## src/rtl/ser_pkg.sv

```systemverilog
package ser_pkg;
  localparam int unsigned SER_WORD_W   = 10;
  localparam int unsigned SER_SLOW_DIV = 2;

  typedef enum logic {
    ROUTE_LINE = 1'b0,
    ROUTE_WRAP = 1'b1
  } route_e;
endpackage

```

## src/rtl/ser_capture.sv

```systemverilog
module ser_capture #(
  parameter int unsigned WORD_W = ser_pkg::SER_WORD_W
) (
  input  logic              clk,
  input  logic              rst_n,
  input  logic [WORD_W-1:0] word_in,
  input  logic              bclk_rise,
  input  logic              bclk_fall,
  input  logic              full_rate,
  input  logic              take,
  output logic              pend_vld,
  output logic [WORD_W-1:0] pend_word,
  output logic              hold_vld
);
  logic [WORD_W-1:0] hold_q, hold_n;
  logic              vld_q, vld_n;
  logic              cap;

  // a rise strobe only qualifies when both edges carry words
  assign cap       = bclk_fall | (full_rate & bclk_rise);
  assign pend_vld  = vld_q | cap;
  assign pend_word = vld_q ? hold_q : word_in;
  assign hold_vld  = vld_q;

  always_comb begin
    hold_n = hold_q;
    vld_n  = vld_q;
    if (take) begin
      // held word leaves; a simultaneous capture refills the stage
      vld_n = vld_q & cap;
      if (vld_q & cap) hold_n = word_in;
    end else if (cap) begin
      vld_n  = 1'b1;
      hold_n = word_in;
    end
  end

  always_ff @(posedge clk or negedge rst_n) begin
    if (!rst_n) begin
      vld_q  <= 1'b0;
      hold_q <= '0;
    end else begin
      vld_q <= vld_n;
      if (cap) hold_q <= hold_n;
    end
  end
endmodule

```

## src/rtl/ser_shifter.sv

```systemverilog
module ser_shifter #(
  parameter int unsigned WORD_W   = ser_pkg::SER_WORD_W,
  parameter int unsigned SLOW_DIV = ser_pkg::SER_SLOW_DIV
) (
  input  logic              clk,
  input  logic              rst_n,
  input  logic              full_rate,
  input  logic              pend_vld,
  input  logic [WORD_W-1:0] pend_word,
  output logic              take,
  output logic              busy,
  output logic              stream_bit
);
  localparam int unsigned IDX_W = (WORD_W > 1) ? $clog2(WORD_W) : 1;
  localparam int unsigned SUB_W = (SLOW_DIV > 1) ? $clog2(SLOW_DIV) : 1;

  logic [WORD_W-1:0] sh_q, sh_n;
  logic [IDX_W-1:0]  idx_q, idx_n;
  logic              busy_q, busy_n;
  logic              last_bit, last_sub, boundary, adv;

  assign last_bit   = (idx_q == IDX_W'(WORD_W - 1));
  assign boundary   = ~busy_q | (last_bit & last_sub);
  assign take       = boundary & pend_vld;
  assign adv        = busy_q & ~take;
  assign busy       = busy_q;
  assign stream_bit = busy_q ? sh_q[0] : 1'b1;

  generate
    if (SLOW_DIV > 1) begin : g_stretch
      logic [SUB_W-1:0] sub_q, sub_n;
      assign last_sub = full_rate | (sub_q == SUB_W'(SLOW_DIV - 1));

      always_comb begin
        sub_n = sub_q;
        if (take || (adv && last_sub)) sub_n = '0;
        else if (adv)                  sub_n = sub_q + 1'b1;
      end

      always_ff @(posedge clk or negedge rst_n) begin
        if (!rst_n) sub_q <= '0;
        else        sub_q <= sub_n;
      end
    end else begin : g_plain
      assign last_sub = 1'b1;
    end
  endgenerate

  always_comb begin
    sh_n   = sh_q;
    idx_n  = idx_q;
    busy_n = busy_q;
    if (take) begin
      sh_n   = pend_word;
      idx_n  = '0;
      busy_n = 1'b1;
    end else if (adv && last_sub) begin
      if (last_bit) begin
        busy_n = 1'b0;
      end else begin
        idx_n = idx_q + 1'b1;
        sh_n  = sh_q >> 1;
      end
    end
  end

  always_ff @(posedge clk or negedge rst_n) begin
    if (!rst_n) begin
      sh_q   <= '0;
      idx_q  <= '0;
      busy_q <= 1'b0;
    end else begin
      busy_q <= busy_n;
      if (take || adv) begin
        sh_q  <= sh_n;
        idx_q <= idx_n;
      end
    end
  end
endmodule

```

## src/rtl/ser_route.sv

```systemverilog
module ser_route (
  input  logic stream_bit,
  input  logic wrap_en,
  output logic ser_out,
  output logic loop_out
);
  import ser_pkg::*;
  route_e mode;

  assign mode = wrap_en ? ROUTE_WRAP : ROUTE_LINE;

  always_comb begin
    ser_out  = 1'b1;
    loop_out = 1'b1;
    case (mode)
      ROUTE_WRAP: loop_out = stream_bit;
      default:    ser_out  = stream_bit;
    endcase
  end
endmodule

```

## src/rtl/ddr_word_serializer.sv

```systemverilog
module ddr_word_serializer #(
  parameter int unsigned WORD_W   = ser_pkg::SER_WORD_W,
  parameter int unsigned SLOW_DIV = ser_pkg::SER_SLOW_DIV
) (
  input  logic              bit_clk,
  input  logic              rst_n,
  input  logic [WORD_W-1:0] word_in,
  input  logic              bclk_rise,
  input  logic              bclk_fall,
  input  logic              full_rate,
  input  logic              wrap_en,
  output logic              ser_out,
  output logic              loop_out
);
  logic              pend_vld, take, sh_busy, hold_vld, stream_bit;
  logic [WORD_W-1:0] pend_word;

  ser_capture #(.WORD_W(WORD_W)) u_cap (
    .clk       (bit_clk),
    .rst_n     (rst_n),
    .word_in   (word_in),
    .bclk_rise (bclk_rise),
    .bclk_fall (bclk_fall),
    .full_rate (full_rate),
    .take      (take),
    .pend_vld  (pend_vld),
    .pend_word (pend_word),
    .hold_vld  (hold_vld)
  );

  ser_shifter #(.WORD_W(WORD_W), .SLOW_DIV(SLOW_DIV)) u_shift (
    .clk        (bit_clk),
    .rst_n      (rst_n),
    .full_rate  (full_rate),
    .pend_vld   (pend_vld),
    .pend_word  (pend_word),
    .take       (take),
    .busy       (sh_busy),
    .stream_bit (stream_bit)
  );

  ser_route u_route (
    .stream_bit (stream_bit),
    .wrap_en    (wrap_en),
    .ser_out    (ser_out),
    .loop_out   (loop_out)
  );
endmodule

```

## config.mk

```make
export PLATFORM = sky130hd
export DESIGN_NAME = ddr_word_serializer
export DESIGN_NICKNAME = d
export VERILOG_FILES = /design/src/rtl/ser_pkg.sv /design/src/rtl/ser_capture.sv /design/src/rtl/ser_shifter.sv /design/src/rtl/ser_route.sv /design/src/rtl/ddr_word_serializer.sv
export SDC_FILE = /design/constraint.sdc
export NUM_CORES = 1
export LEC_CHECK = 0
export BUFFER_PORTS_ARGS = -buffer_cell sky130_fd_sc_hd__buf_2
export CAP_MARGIN = 20
export CORE_MARGIN = 1.5
export CORE_UTILIZATION = 50
export DETAILED_ROUTE_END_ITERATION = 8
export GPL_ROUTABILITY_DRIVEN = 0
export GPL_TIMING_DRIVEN = 0
export PLACE_DENSITY = 0.7
export SLEW_MARGIN = 20
export SYNTH_ARGS = -nofsm -noshare
export SYNTH_HDL_FRONTEND = slang
export SYNTH_SLANG_ARGS = --single-unit
```

## constraint.sdc

```tcl
create_clock -name bit_clk -period 2.2 [get_ports bit_clk]
set_input_delay 0.44 -clock bit_clk [delete_from_list [all_inputs] [get_ports bit_clk]]
set_output_delay 0.44 -clock bit_clk [all_outputs]
set_load 0.01 [all_outputs]
```

## Yosys cells after proc, flatten, opt, wreduce, memory -nomap -nowiden

Index checks and enable logic that the tools add are counted.

- Register bits after elaboration: 27
- Bits of input ports: 16
- Output and inout port bits: 2
- Word-level logic and storage cells: 52

- Bitwise logic cells: 11
- Muxes and demuxes: 20
- $add $sub $neg: 2
- Equal/unequal tests: 3
- Reduce and logical (&&, ||, !) cells: 10

Operators by type and width:

| cell | number |
|---|---|
| 10-bit 2-to-1 mux | 6 |
| 4-bit 2-to-1 mux | 3 |
| 1-bit 2-to-1 mux | 11 |
| 2-bit nonzero test | 4 |
| 1-bit AND | 5 |
| 4-bit by 1-bit adder with 4-bit output, second input constant | 1 |
| 4-bit equality test, second input constant | 1 |
| 1-bit OR | 4 |
| 2-bit AND reduction | 2 |
| 3-bit AND reduction | 1 |
| 1-bit logical OR | 2 |
| 2-bit by 1-bit inequality test with 1-bit output, second input constant | 1 |
| 2-bit inequality test, second input constant | 1 |
| 1-bit NOT | 2 |
| 1-bit adder, second input constant | 1 |
| 1-bit logical AND | 1 |

## Depth between registers and ports, before layout

- Word-level depth: 9
- Mapped depth: 8
- Mapped depth without buffers: 6

## By module

Synthesis repeated with hierarchy kept, for this count alone.

- Cell total of the unflattened synthesis: 147
- Area total of the unflattened synthesis: 1,620.3 um^2

By module, submodules not included:

| module | times used | sequential area each (um^2) | area each (um^2) | cells each |
|---|---|---|---|---|
| ser_shifter | 1 | 400.4 | 1,057.3 | 107 |
| ser_capture | 1 | 275.3 | 550.5 | 38 |
| ser_route | 1 | 0.0 | 12.5 | 2 |

## Worst setup path before layout

OpenSTA, ideal clock, no wires.

- Kind: reg2reg
- From: register u_shift.idx_q[0]
- To: register u_shift.sh_q[2]
- Arrival: 1.500 ns
- Period minus slack after synthesis: 1.626 ns
- Cell stages (with the launch flop): 7
- Required time: 2.074 ns
- Setup slack: 0.574 ns
- Buffers on the path: 1
- Library setup time: 0.126 ns
- Path through: dfrtp_1 -> ha_1 -> and3b_1 -> nor2_1 -> buf_6 -> mux2i_1 -> mux2i_1

- Cells in the longest elaborated chain, start to end: 9
- Elaborated cells on any way between the ends: 12
- Those cells by class: eq/ne: 2; mux: 1; bitwise: 5; reduce/logical: 4

RTL lines:

| element | RTL line | text |
|---|---|---|
| start: declaration | ser_shifter.sv:18 | `logic [IDX_W-1:0] idx_q, idx_n;` |
| start signal: assignment | ser_shifter.sv:76 | `idx_q <= idx_n;` |
| 4-bit equality test * | ser_shifter.sv:22 | `assign last_bit = (idx_q == IDX_W'(WORD_W - 1));` |
| 1-bit AND | ser_shifter.sv:23 | `assign boundary = ~busy_q \| (last_bit & last_sub);` |
| 1-bit OR | ser_shifter.sv:23 |  |
| 1-bit AND | ser_shifter.sv:24 | `assign take = boundary & pend_vld;` |
| 1-bit NOT | ser_shifter.sv:25 | `assign adv = busy_q & ~take;` |
| 1-bit AND | ser_shifter.sv:25 |  |
| 1-bit logical AND | ser_shifter.sv:57 | `end else if (adv && last_sub) begin` |
| 2-bit nonzero test (no source line) | n/a |  |
| 3-bit AND reduction (no source line) | n/a |  |
| end signal: assignment | ser_shifter.sv:75 | `sh_q <= sh_n;` |
| end: declaration | ser_shifter.sv:17 | `logic [WORD_W-1:0] sh_q, sh_n;` |

Every way passes the cells marked *; elsewhere a longest branch is shown, timed or not.
A chain may end at the register's enable or synchronous reset.

## Final worst setup path

- From: register u_shift.busy_q, in the netlist u_shift.busy
- To: output ser_out

- Cells in the longest elaborated chain, start to end: 2

RTL lines:

| element | RTL line | text |
|---|---|---|
| start: declaration | ser_shifter.sv:19 | `logic busy_q, busy_n;` |
| start signal: assignment | ser_shifter.sv:73 | `busy_q <= busy_n;` |
| 1-bit 2-to-1 mux | ser_shifter.sv:27 | `assign stream_bit = busy_q ? sh_q[0] : 1'b1;` |
| 1-bit 2-to-1 mux | ser_route.sv:15 | `case (mode)` |
| end: declaration | ddr_word_serializer.sv:12 | `output logic ser_out,` |

Every way passes these cells.

==> impl_metrics.env <==
export IMPL_result_of_the_run="finished, final reports clean"
export IMPL_cts_htree_levels=1
export IMPL_layout_min_cycle_time_ns=1.89
export IMPL_path_cells="clkbuf_2 > or3b_2 > buf_2"
export IMPL_synth_cells=113
export IMPL_start_util=0.523
export IMPL_cts_made_buffers=3
export IMPL_wire_length_of_the_first_global_routing_pass_um=4010
export IMPL_timing_hold_ws_ns=0.105
export IMPL_synth_largest_type_area_fraction=0.477
export IMPL_die_area_um2=3160
export IMPL_path_max_fanout=8
export IMPL_post_place_cells=161
export IMPL_number_of_sinks_on_the_clock_net=27
export IMPL_power_density_over_the_cells_nw_per_um2=857
export IMPL_final_cell_count_no_fill=165
export IMPL_number_of_global_route_vias_before_repair=920
export IMPL_sequential_standard_cell_area_um2=676
export IMPL_wire_per_inst_um=14.1
export IMPL_setup_ws_ns=0.308
export IMPL_max_slew_margin=0.604
export IMPL_synth_compound_area_frac=0.0680
export IMPL_leakage_dissipation_nw=0.769
export IMPL_synth_edf_count=0
export IMPL_post_cts_repair_setup_buffers=0
export IMPL_cts_hold_buffers=0
export IMPL_timing_reg2reg_worst_path_depth=5
export IMPL_async_flop_share=1.00
export IMPL_post_layout_nets=153
export IMPL_fmax_mhz=529
export IMPL_yosys_area_share_xor_xnor=0.0186
export IMPL_drt_initial_drc_count=16
export IMPL_final_hold_violation_count=0
export IMPL_post_synth_main_area_contributors="dfrtp_1 (48%), mux2i_1 (19%), mux2_2 (8.7%)"
export IMPL_nFillCells=249
export IMPL_skew_ns=0.00359
export IMPL_design_area_um2=1570
export IMPL_max_slew_worst_pin_slew_ns=0.595
export IMPL_finalSetupTns_ns=0
export IMPL_dp_worst_setup_slack_ns=0.354
export IMPL_synthDominantAreaCellType="dfrtp_1"
export IMPL_max_stage_delay_ns=0.45
export IMPL_area_of_the_multi_input_gates_um2=682
export IMPL_cts_reportedPaths_clkPinSlew_ns=0.14
export IMPL_yosysWarningCount=0
export IMPL_synth_distinct_cells=28
export IMPL_drc=0
export IMPL_core_area_um2=2710
export IMPL_wl_um=2330
export IMPL_regToRegSetupSlack_ns=0.39
export IMPL_n_antenna_cell=0
export IMPL_crit_arrival_ns=1.45
export IMPL_cell_at_the_slowest_stage_of_the_critical_path="or3b_2"
export IMPL_worst_ep_required_time_ns=1.76
export IMPL_ys_ff_latch=27
export IMPL_dpl_hpwl_um=1680
export IMPL_syn_mean_instance_area_um2=12.5
export IMPL_tritoncts="yes"
export IMPL_portBuffers=17
export IMPL_clock_latency_ns=0.32
export IMPL_busiest_layer="met2"
export IMPL_std_cell_rows=19
export IMPL_timing_final_max_slew_violations=0
export IMPL_post_route_period_util=0.860
export IMPL_area_post_placement_um2=1540
export IMPL_num_vias=883
export IMPL_max_clock_path_buffers=2
export IMPL_synth_yosys_seq_area_share=0.477
export IMPL_post_cts_resized=0
export IMPL_setup_worst_path_end_class="output pin"
export IMPL_synth_mux_area_fraction=0.278
export IMPL_grt_max_degree=28
export IMPL_synth_top_flop_cell="dfrtp_1"
export IMPL_critical_path_startpoint_type="register"
export IMPL_grt_antenna_before_repair=0
export IMPL_cts_root_buf="clkbuf_4"
export IMPL_worst_hold_path_type="in -> async"
export IMPL_max_cap_violations=0
export IMPL_synth_fa_ha_area_frac=0.0177
export IMPL_syn_to_final_growth_pct=10.6
export IMPL_globalRouteMet1Util=0.203
export IMPL_rsz0062_at_grt="false"
export IMPL_synth_top_family_by_area="multiplexers"
export IMPL_drt_antenna_violating_nets=0
export IMPL_global_route_usage_total=0.165
export IMPL_grt_use_met2=0.289
export IMPL_irDropWorstVdd_mv=0.522
export IMPL_critPathKind="reg -> out"
export IMPL_drt_first_pass_iters=4
export IMPL_yosys_top_cells_count="dfrtp_1 (27), mux2i_1 (27), mux2_2 (11), nor2_1 (10), buf_6 (4)"
export IMPL_synth_nets=131
export IMPL_drive_above_1_share=0.336
export IMPL_dieHeight_um=56.2
export IMPL_boundaryPins=18
export IMPL_syn_cell_area_um2=1420
export IMPL_gr_usage_met3=0.0233
export IMPL_routed_via_density=5.35
export IMPL_synth_simple_area_share=0.0989
export IMPL_die_width_um=56.2
export IMPL_final_setup_viol_count=0
export IMPL_grt_remaining_overflow=0
where the power goes:
| part | internal (W) | total (W) | switching, W |
|---|---|---|---|
| Combinational | 0.000229 | 0.000426 | 0.000197 |
| Sequential | 0.000620 | 0.000706 | 0.0000856 |
| Clock | 0.0000709 | 0.000210 | 0.000139 |
| Total | 0.000920 | 0.00134 | 0.000422 |
through the flow:
step	util	power, W
6_report	0.578	0.00134
5_1_grt	0.578	0.00144
4_1_cts	0.578	0.00137
3_5_place_dp	0.568	0.00115
3_3_place_gp	0.568	0.00113
2_1_floorplan	-	0.00104
kinds of logic after synthesis:
group                      after synthesis
AOI/OAI and AO/OA                       11
xor gates and xnor gates                 3
adders and majority gates                2
buffers and inverters                    7
DFF                                     27
muxes                                   38
and+or+nand+nor                         25
layout by cell type (no fill, tap or decap), types with 2 or more instances in the layout:
cell type  Yosys  final
o21ai_2        2      2
nand3_1        2      2
buf_2          1     18
nand2_1        3      3
dfrtp_1       27     27
nor2_1        10     10
ha_1           2      2
nand3b_1       2      2
mux2i_1       27     27
mux2_2        11     11
nor3_1         2      2
o21ai_0        3      3
buf_6          4      4
xnor2_1        3      3
clkbuf_4       0      3
registers in the layout (all words and copies together), names as in the netlist:
signal / flops
u_shift.sh_q: 10
u_shift.g_stretch.sub_q: 1
u_shift.busy: 1
u_shift.idx_q: 4
u_cap.hold_q: 10
u_cap.hold_vld: 1
per-layer routing:
| metal | share of wire | vias to the layer above |
|---|---|---|
| met5 | 0 | - |
| met4 | 0.0077 | 0 |
| met3 | 0.024 | 2 |
| met2 | 0.51 | 10 |
| met1 | 0.46 | 431 |
| li1 | - | 440 |
area by class of cell:
class	count	area share
multi-input combinational	79	0.435
sequential	27	0.431
timing repair buffer	17	0.0543
buffer	6	0.0351
tap	31	0.0248
clock buffer	4	0.0168
inverter	1	0.00240
worst max-delay path, delay by kind of cell, from the launching register on:
family,cells,cell delay (ns)
buf+inv,2,0.34
flops,1,0.35
simple gates,1,0.45
path summary, 6_finish.rpt:
path	endpoint	startpoint
min in group bit_clk	u_cap.hold_q[1]$_DFFE_PN0P_	word_in[1]
hold / removal	u_shift.g_stretch.sub_q$_DFFE_PN0P_	rst_n
setup reg to reg	u_cap.hold_q[6]$_DFFE_PN0P_	u_shift.idx_q[0]$_DFFE_PN0P_
setup / recovery	ser_out	u_shift.busy$_DFFE_PN0P_
hold reg to reg	u_cap.hold_q[5]$_DFFE_PN0P_	u_cap.hold_q[5]$_DFFE_PN0P_
max in group asynchronous	u_cap.hold_q[4]$_DFFE_PN0P_	rst_n
Power figures use the tool's default switching activity.
